--- src/rtl/lpcr_pkg.sv ---
package lpcr_pkg;

    typedef enum logic [3:0] {
        ST_IDLE,
        ST_FW_SEL,
        ST_MEM_TYPE,
        ST_ADDR,
        ST_SIZE,
        ST_TAR1,
        ST_TAR2,
        ST_WAIT,
        ST_READY,
        ST_DLO,
        ST_DHI,
        ST_TAR_F
    } lpcr_state_e;

    typedef enum logic [1:0] {
        KIND_NONE,
        KIND_FW,
        KIND_MEM
    } lpcr_kind_e;

    typedef enum logic [2:0] {
        DRV_NONE,
        DRV_LONG,
        DRV_OK,
        DRV_LO,
        DRV_HI,
        DRV_END
    } lpcr_drv_e;

    localparam logic [3:0] START_FW   = 4'hD;
    localparam logic [3:0] START_MEM  = 4'h0;
    localparam logic [3:0] TYPE_MEMRD = 4'h4;
    localparam logic [3:0] SIZE_ONE   = 4'h0;
    localparam logic [3:0] SYNC_LONG  = 4'h6;
    localparam logic [3:0] SYNC_READY = 4'h0;
    localparam logic [3:0] NIB_IDLE   = 4'hF;

endpackage

--- src/rtl/lpcr_start_decode.sv ---
module lpcr_start_decode
    import lpcr_pkg::*;
(
    input  logic       rd_en,
    input  logic [3:0] nib,
    output lpcr_kind_e kind
);

    always_comb begin
        kind = KIND_NONE;
        if (rd_en) begin
            if (nib == START_FW) begin
                kind = KIND_FW;
            end else if (nib == START_MEM) begin
                kind = KIND_MEM;
            end
        end
    end

endmodule

--- src/rtl/lpcr_addr_shift.sv ---
module lpcr_addr_shift #(
    parameter int ADDR_W = 32
) (
    input  logic              clk,
    input  logic              rst_n,
    input  logic              clr,
    input  logic              shift,
    input  logic [3:0]        nib,
    output logic [ADDR_W-1:0] addr
);

    always_ff @(posedge clk or negedge rst_n) begin
        if (!rst_n) begin
            addr <= '0;
        end else if (clr) begin
            addr <= '0;
        end else if (shift) begin
            addr <= {addr[ADDR_W-5:0], nib};
        end
    end

endmodule

--- src/rtl/lpcr_data_out.sv ---
module lpcr_data_out
    import lpcr_pkg::*;
(
    input  logic       clk,
    input  logic       rst_n,
    input  logic       load,
    input  logic [7:0] din,
    input  lpcr_drv_e  sel,
    output logic [3:0] nib_out
);

    logic [7:0] byte_q;

    always_ff @(posedge clk or negedge rst_n) begin
        if (!rst_n) begin
            byte_q <= '0;
        end else if (load) begin
            byte_q <= din;
        end
    end

    always_comb begin
        unique case (sel)
            DRV_LONG: nib_out = SYNC_LONG;
            DRV_OK:   nib_out = SYNC_READY;
            DRV_LO:   nib_out = byte_q[3:0];
            DRV_HI:   nib_out = byte_q[7:4];
            default:  nib_out = NIB_IDLE;
        endcase
    end

endmodule

--- src/rtl/lpc_rd_target.sv ---
module lpc_rd_target
    import lpcr_pkg::*;
#(
    parameter int ADDR_W  = 32,
    parameter int FW_NIBS = 7
) (
    input  logic              clk,
    input  logic              rst_n,
    input  logic              rd_en,
    input  logic              memrd_en,
    input  logic [3:0]        dev_sel,
    input  logic              frame_n,
    input  logic [3:0]        lad_in,
    output logic [3:0]        lad_out,
    output logic              lad_oe,
    output logic              req,
    output logic [ADDR_W-1:0] req_addr,
    input  logic              ack,
    input  logic [7:0]        ack_data
);

    localparam int MEM_NIBS = ADDR_W / 4;
    localparam int CNT_W    = $clog2(MEM_NIBS + 1);
    localparam logic [CNT_W-1:0] FW_LAST  = CNT_W'(FW_NIBS - 1);
    localparam logic [CNT_W-1:0] MEM_LAST = CNT_W'(MEM_NIBS - 1);

    lpcr_state_e      state_q, state_d;
    lpcr_kind_e       start_kind;
    lpcr_drv_e        drv_sel;
    logic [CNT_W-1:0] nib_cnt_q;
    logic             is_fw_q;
    logic             addr_last;
    logic             addr_clr;
    logic             addr_shift;
    logic             byte_load;

    lpcr_start_decode u_dec (
        .rd_en (rd_en),
        .nib   (lad_in),
        .kind  (start_kind)
    );

    lpcr_addr_shift #(.ADDR_W(ADDR_W)) u_addr (
        .clk   (clk),
        .rst_n (rst_n),
        .clr   (addr_clr),
        .shift (addr_shift),
        .nib   (lad_in),
        .addr  (req_addr)
    );

    lpcr_data_out u_dout (
        .clk     (clk),
        .rst_n   (rst_n),
        .load    (byte_load),
        .din     (ack_data),
        .sel     (drv_sel),
        .nib_out (lad_out)
    );

    assign addr_last  = (nib_cnt_q == (is_fw_q ? FW_LAST : MEM_LAST));
    assign addr_clr   = !frame_n;
    assign addr_shift = (state_q == ST_ADDR) && frame_n && rd_en;

    // State register plus the nibble counter and the cycle-kind flag
    always_ff @(posedge clk or negedge rst_n) begin
        if (!rst_n) begin
            state_q   <= ST_IDLE;
            nib_cnt_q <= '0;
            is_fw_q   <= 1'b0;
        end else begin
            state_q <= state_d;
            if (addr_shift) begin
                nib_cnt_q <= nib_cnt_q + 1'b1;
            end else begin
                nib_cnt_q <= '0;
            end
            if (!frame_n) begin
                is_fw_q <= (start_kind == KIND_FW);
            end
        end
    end

    // Next-state logic
    always_comb begin
        state_d = state_q;
        if (!rd_en) begin
            state_d = ST_IDLE;
        end else if (!frame_n) begin
            unique case (start_kind)
                KIND_FW:  state_d = ST_FW_SEL;
                KIND_MEM: state_d = ST_MEM_TYPE;
                default:  state_d = ST_IDLE;
            endcase
        end else begin
            unique case (state_q)
                ST_IDLE:     state_d = ST_IDLE;
                ST_FW_SEL:   state_d = (lad_in == dev_sel) ? ST_ADDR : ST_IDLE;
                ST_MEM_TYPE: state_d = (lad_in == TYPE_MEMRD && memrd_en) ? ST_ADDR : ST_IDLE;
                ST_ADDR: begin
                    if (addr_last) begin
                        state_d = is_fw_q ? ST_SIZE : ST_TAR1;
                    end
                end
                ST_SIZE:     state_d = (lad_in == SIZE_ONE) ? ST_TAR1 : ST_IDLE;
                ST_TAR1:     state_d = ST_TAR2;
                ST_TAR2:     state_d = ST_WAIT;
                ST_WAIT:     state_d = ack ? ST_READY : ST_WAIT;
                ST_READY:    state_d = ST_DLO;
                ST_DLO:      state_d = ST_DHI;
                ST_DHI:      state_d = ST_TAR_F;
                ST_TAR_F:    state_d = ST_IDLE;
                default:     state_d = ST_IDLE;
            endcase
        end
    end

    // Output logic
    always_comb begin
        req       = 1'b0;
        lad_oe    = 1'b0;
        drv_sel   = DRV_NONE;
        byte_load = 1'b0;
        unique case (state_q)
            ST_TAR1: req = 1'b1;
            ST_WAIT: begin
                lad_oe    = 1'b1;
                drv_sel   = DRV_LONG;
                byte_load = ack;
            end
            ST_READY: begin
                lad_oe  = 1'b1;
                drv_sel = DRV_OK;
            end
            ST_DLO: begin
                lad_oe  = 1'b1;
                drv_sel = DRV_LO;
            end
            ST_DHI: begin
                lad_oe  = 1'b1;
                drv_sel = DRV_HI;
            end
            ST_TAR_F: begin
                lad_oe  = 1'b1;
                drv_sel = DRV_END;
            end
            default: begin
                req = 1'b0;
            end
        endcase
    end

endmodule

--- config.mk ---
export PLATFORM = sky130hd
export DESIGN_NAME = lpc_rd_target
export DESIGN_NICKNAME = d
export VERILOG_FILES = /design/src/rtl/lpcr_pkg.sv /design/src/rtl/lpcr_start_decode.sv /design/src/rtl/lpcr_addr_shift.sv /design/src/rtl/lpcr_data_out.sv /design/src/rtl/lpc_rd_target.sv
export SDC_FILE = /design/constraint.sdc
export NUM_CORES = 1
export LEC_CHECK = 0
export BUFFER_PORTS_ARGS = -buffer_cell sky130_fd_sc_hd__buf_2
export CORE_ASPECT_RATIO = 0.8
export CORE_MARGIN = 2
export CORE_UTILIZATION = 40
export DETAILED_ROUTE_END_ITERATION = 8
export PLACE_DENSITY = 0.64
export SETUP_SLACK_MARGIN = 0.02
export SLEW_MARGIN = 20
export SYNTH_ARGS = -nofsm -noshare
export SYNTH_HDL_FRONTEND = slang
export SYNTH_SLANG_ARGS = --single-unit
--- constraint.sdc ---
create_clock -name clk -period 2.25 [get_ports clk]
set_clock_uncertainty 0.05 [all_clocks]
set_input_delay 0.225 -clock clk [delete_from_list [all_inputs] [get_ports clk]]
set_output_delay 0.225 -clock clk [all_outputs]
set_load 0.005 [all_outputs]
# ---- Word-level counts from Yosys, hierarchy flattened
# Cells that the tools add are included.
dict set report totals {
  ff_bits 49
  in_bits 22
  output_inout_bits 38
  elab_cells 56
}
dict set report op_classes {
  add_sub_neg 1
  eq_ne 23
  n_mux 22
  reduce_logical 5
}
# operator n
set ops {}
lappend ops {{two-way mux 32 bit} 2}
lappend ops {{one-hot mux 4 bit (10 select lines)} 1}
lappend ops {{equality test 4 x 3 -> 1 bit (second input constant)} 5}
lappend ops {{equality test 4 bit (second input constant)} 5}
lappend ops {{two-way mux 4 bit} 5}
lappend ops {{one-hot mux 4 bit (4 select lines)} 1}
lappend ops {{one-hot mux 3 bit (5 select lines)} 1}
lappend ops {{two-way mux 2 bit} 5}
lappend ops {{equality test 4 x 2 -> 1 bit (second input constant)} 2}
lappend ops {{equality test 3 x 2 -> 1 bit (second input constant)} 2}
lappend ops {{two-way mux 1 bit} 5}
lappend ops {{OR reduction 5 bit} 1}
lappend ops {{adder 4 x 1 -> 4 bit (second input constant)} 1}
lappend ops {{equality test 4 x 1 -> 1 bit (second input constant)} 1}
lappend ops {{equality test 4 x 3 -> 1 bit} 1}
lappend ops {{equality test 4 bit} 1}
lappend ops {{logical NOT 4 bit} 1}
lappend ops {{inequality test 4 bit (second input constant)} 1}
lappend ops {{one-hot mux 2 bit (2 select lines)} 1}
lappend ops {{equality test 3 x 1 -> 1 bit (second input constant)} 1}
lappend ops {{equality test 3 bit (second input constant)} 1}
lappend ops {{logical AND 1 bit} 3}
lappend ops {{two-way mux 3 bit} 1}
lappend ops {{equality test 2 x 1 -> 1 bit (second input constant)} 1}
lappend ops {{2 further kinds} 2}

# ---- Logic depth before layout (Yosys ltp)
dict set report depth {
  depth_word 8
  mapped_depth 7
  ltp_nobuf 4
}

# ---- By module
# From an unflattened synthesis, not the netlist that was laid out.
dict set report hier_totals {
  hier_cells 211
  hier_area_um2 2367.3
}
# mod n_inst cells_per_inst area_each_um2 seq_area_each_um2
set modules_own_cells {}
lappend modules_own_cells {lpcr_addr_shift 1 103 1323.8 800.8}
lappend modules_own_cells {lpc_rd_target 1 76 633.1 225.2}
lappend modules_own_cells {lpcr_data_out 1 28 375.4 200.2}
lappend modules_own_cells {lpcr_start_decode 1 4 35.0 0.0}

# ---- Least setup slack after synthesis
# OpenSTA, ideal clock, no wires.
dict set report synth_path {
  kind {register to register}
  from {register state_q[3]}
  to {register u_dout.byte_q[3]}
  setup_ns 0.128
  arrival_ns 1.436
  required_time_ns 2.072
  slack_ns 0.637
  path_stages_with_launch 6
  n_path_buf 1
  synth_period_minus_slack_ns 1.613
  cell_sequence {dfrtp_1 buf_2 nand2b_1 nor2_1 nand2_1 mux2_1}
}
dict set report synth_via {
  elab_chain_cells 2
}
# element line_no
set synth_rtl {}
lappend synth_rtl {{start, declared} lpc_rd_target.sv:27} ;# lpcr_state_e state_q, state_d;
lappend synth_rtl {{start signal, assigned} lpc_rd_target.sv:72} ;# state_q <= state_d;
lappend synth_rtl {{equality test 4 x 3 -> 1 bit} lpc_rd_target.sv:124} ;# unique case (state_q)
lappend synth_rtl {{two-way mux 1 bit} lpc_rd_target.sv:124}
lappend synth_rtl {{end signal, assigned} lpcr_data_out.sv:18} ;# byte_q <= din;
lappend synth_rtl {{end, declared} lpcr_data_out.sv:12} ;# logic [7:0] byte_q;
# Every way passes these cells.
# A chain may end at the register's enable or synchronous reset.

# ---- Final worst setup path
dict set report layout_path {
  from {register state_q[0]}
  to {register u_dout.byte_q[5]}
}
# The elaborated chain is that of the path after synthesis.

==> summary.md <==
| Metric | Value |
|---|---|
| Ports | 60 |
| Setup TNS | 0 ns |
| Post-synth top area share | between 50% and 60% |
| Status | complete, no violations |
| Setup Buffers After CTS | 0 |
| ANT nets after route | 0 |
| Critical path buffers and inverters | 0 |
| GRT Resource Usage Total | between 10% and 20% |
| Hold Path Class | in -> reg |
| Post-DR wirelength/cell | about 13 um |
| Synth warn | 0 |
| Final Cell Area | approximately 0.0028 sq mm |
| Synth unique cells | 40 |
| Async set or reset register ratio after synthesis | between 90% and 100% |
| Seq/Total Area, Yosys | roughly 54% |
| Fill cell count | roughly 530 |
| Util after Layout | 50.5% |
| Tcrit/Tclk final | 83.8% |
| Simple-Gate Fraction of Synth Area | between 20% and 30% |
| Critical Path RT | between 2 and 2.5 ns |
| Post-synthesis compound-gate area fraction | roughly 7.6% |
| Critical Path End Type | flip-flop |
| Synth Cell Area | ~0.0023 sq mm |
| Largest delay share family, worst path | simple AND/OR/NAND/NOR gates |
| Inserted Diodes | 0 |
| DP Area | between 0.002 and 0.003 sq mm |
| Crit-path most repeated cell | nand2_1 |
| Worst hold margin | ~0.1 ns |
| Share of cells above drive strength 1 | a little over a quarter |
| Post-Syn Nets | approximately 260 |
| Largest family of logic cells by synthesized area | simple AND/OR/NAND/NOR gates |
| Final setup viols | 0 |
| Die width | between 80 and 90 um |
| CP peak stage delay | roughly 0.57 ns |
| H-tree depth | 2 |
| Post-synth EDFFs | 0 |
| Clock root buffer | clkbuf_8 |
| Final GP Congestion | 0.804 |
| Max Slew Vio Count | 0 |
| CP Max Fanout | 13 |
| Drt initial violations | ~120 |
| Clock Sinks | approximately 50 |
| Routed vias | around 1.9k |
| Worst Max-Slew Pin Slew | 0.687 ns |
| Post-synthesis mux area share | just under 4% |
| Detail Placement HPWL | 3500 um |
| Most frequent cells in the layout | nand2_1 (69), buf_2 (59), dfrtp_1 (49) |
| Slew HR | a little over half |
| Pin count of the biggest net entering global routing | 37 |
| Most common cell after layout, fill and taps aside | nand2_1 |
| Crit path cell chain | nand2_1 > nor2_1 > nand2_1 > mux2_1 |
| Post-CTS Hold Fix Bufs | 1 |
| Seq cells post-synth | 49 |
| Row cnt | 24 |
| Max Cap Violations | 0 |
| Drt pass-1 iters | 4 |
| Vias in the first global route | 1749 |
| DRC | 0 |
| Synth Flop Type | dfrtp_1 |
| Worst-Skew Late Latency | 0.29 ns |
| R2R Setup Slk | approximately 0.37 ns |
| Total wire length | 4990 um |
| Dominant cell type by area after synthesis | dfrtp_1 |
| Crit path kind | reg -> reg |
| Die Area | about 0.0063 sq mm |
| Mapped Cells | 240 |
| Global-route wire length before repair | approximately 8300 um |
| Achievable frequency | roughly 0.53 GHz |
| Worst endpoint data arrival time | 2.01 ns |
| Static Leak | around 0.0015 uW |
| Post-synthesis adder-cell area fraction | less than 1% |
| CTS tree | built |
| GRT overflow | 0 |
| CTS max path bufs | 2 |
| Top cells by area, synth | dfrtp_1 (54%), nand2_1 (11%), nand3_1 (7.2%) |
| Vias per cell | 5.00 |
| Worst-path clk slew | approximately 0.08 ns |
| RSZ-0062 raised after global routing | false |
| Crit-path slowest cell | dfrtp_1 |
| I/O Buffers | between 50 and 60 |
| Synth Area in XOR/XNOR | around 2.7% |
| Chip Height | roughly 72 um |
| Antenna violations before repair | 0 |
| Initial Util | between 40% and 50% |
| Final net count | about 320 |
| Hold Vio Cnt, Final | 0 |
| CP Launch Type | flip-flop |
| Resize count post-CTS | 0 |
| Worst vdd ir | about 0.24 mV |
| Syn_area_per_cell | between 9 and 10 sq um |
| Core area | between 0.005 and 0.006 sq mm |
| Pwr dens | ~580 mW/mm^2 |
| Tmin final | 1.88 ns |
| Area Overhead vs Synth | 21.4% |
| CTS Buf Count | 5 |
## state kept, by name (all words and copies together) (netlist names)
signal	count
u_addr.addr	32
state_q	4
is_fw_q	1
nib_cnt_q	4
u_dout.byte_q	8
## cells by family after synthesis
kind of cell,count (synthesis)
muxes,8
buffers and inverters,18
DFF,49
xor gates and xnor gates,7
adders and majority gates,1
and+or+nand+nor,133
AOI/OAI and AO/OA,24
## where the power goes
part	switching [uW]	internal (uW)	total (uW)
clock network	285	362	647
logic	48.5	30.2	78.8
registers	3.52	881	885
## cell type report
class                      instances  area (sq um)  area share [%]
clock buffer                       6          82.6            2.97
clock inverter                     2          37.5            1.35
inverter                           3          11.3           0.405
multi-input combinational        173           965            34.7
sequential                        49          1230            44.1
tap                               78          97.6            3.51
timing repair buffer              67           358            12.9
## cell usage after synthesis, types with 3 or more instances
cell	number
a21o_1	3
buf_6	3
xor2_1	5
nand2_1	69
inv_1	3
clkbuf_1	3
nand3_1	33
mux2_2	3
mux2_1	5
buf_2	6
a21oi_1	7
dfrtp_1	49
o21ai_0	5
nand2b_1	5
buf_1	3
nor2_1	10
## through the flow
stage          total power, uW  instances  setup slack (ns)
2_1_floorplan              931        240             0.637
3_3_place_gp               981        369             0.419
3_5_place_dp               981        369             0.380
4_1_cts                   1630        378             0.364
5_1_grt                   1680        378             0.184
6_report                  1610        378             0.365
## metal layers
| metal | vias to the layer above | track usage (%) | share of wire [%] |
|---|---|---|---|
| met4 | 0 | 4.71 | 0.88 |
| met1 | 904 | 24.5 | 48 |
| met5 | - | 0 | 0 |
| li1 | 934 | - | - |
| met3 | 4 | 3.92 | 4.6 |
| met2 | 47 | 24.6 | 46 |
## path summary, 6_finish.rpt
path / from / to / cells after the start
min in group asynchronous: rst_n / u_addr.addr[15]$_DFFE_PN0P_ / 2
hold / removal: ack_data[7] / u_dout.byte_q[7]$_DFFE_PN0P_ / 2
hold reg to reg: u_addr.addr[20]$_DFFE_PN0P_ / u_addr.addr[24]$_DFFE_PN0P_ / 2
setup reg to reg: state_q[0]$_DFFE_PN0P_ / u_dout.byte_q[5]$_DFFE_PN0P_ / 4
max in group asynchronous: rst_n / u_addr.addr[19]$_DFFE_PN0P_ / 3
setup / recovery: state_q[0]$_DFFE_PN0P_ / u_dout.byte_q[5]$_DFFE_PN0P_ / 4
Note: power is estimated with default switching activity, not from simulation.
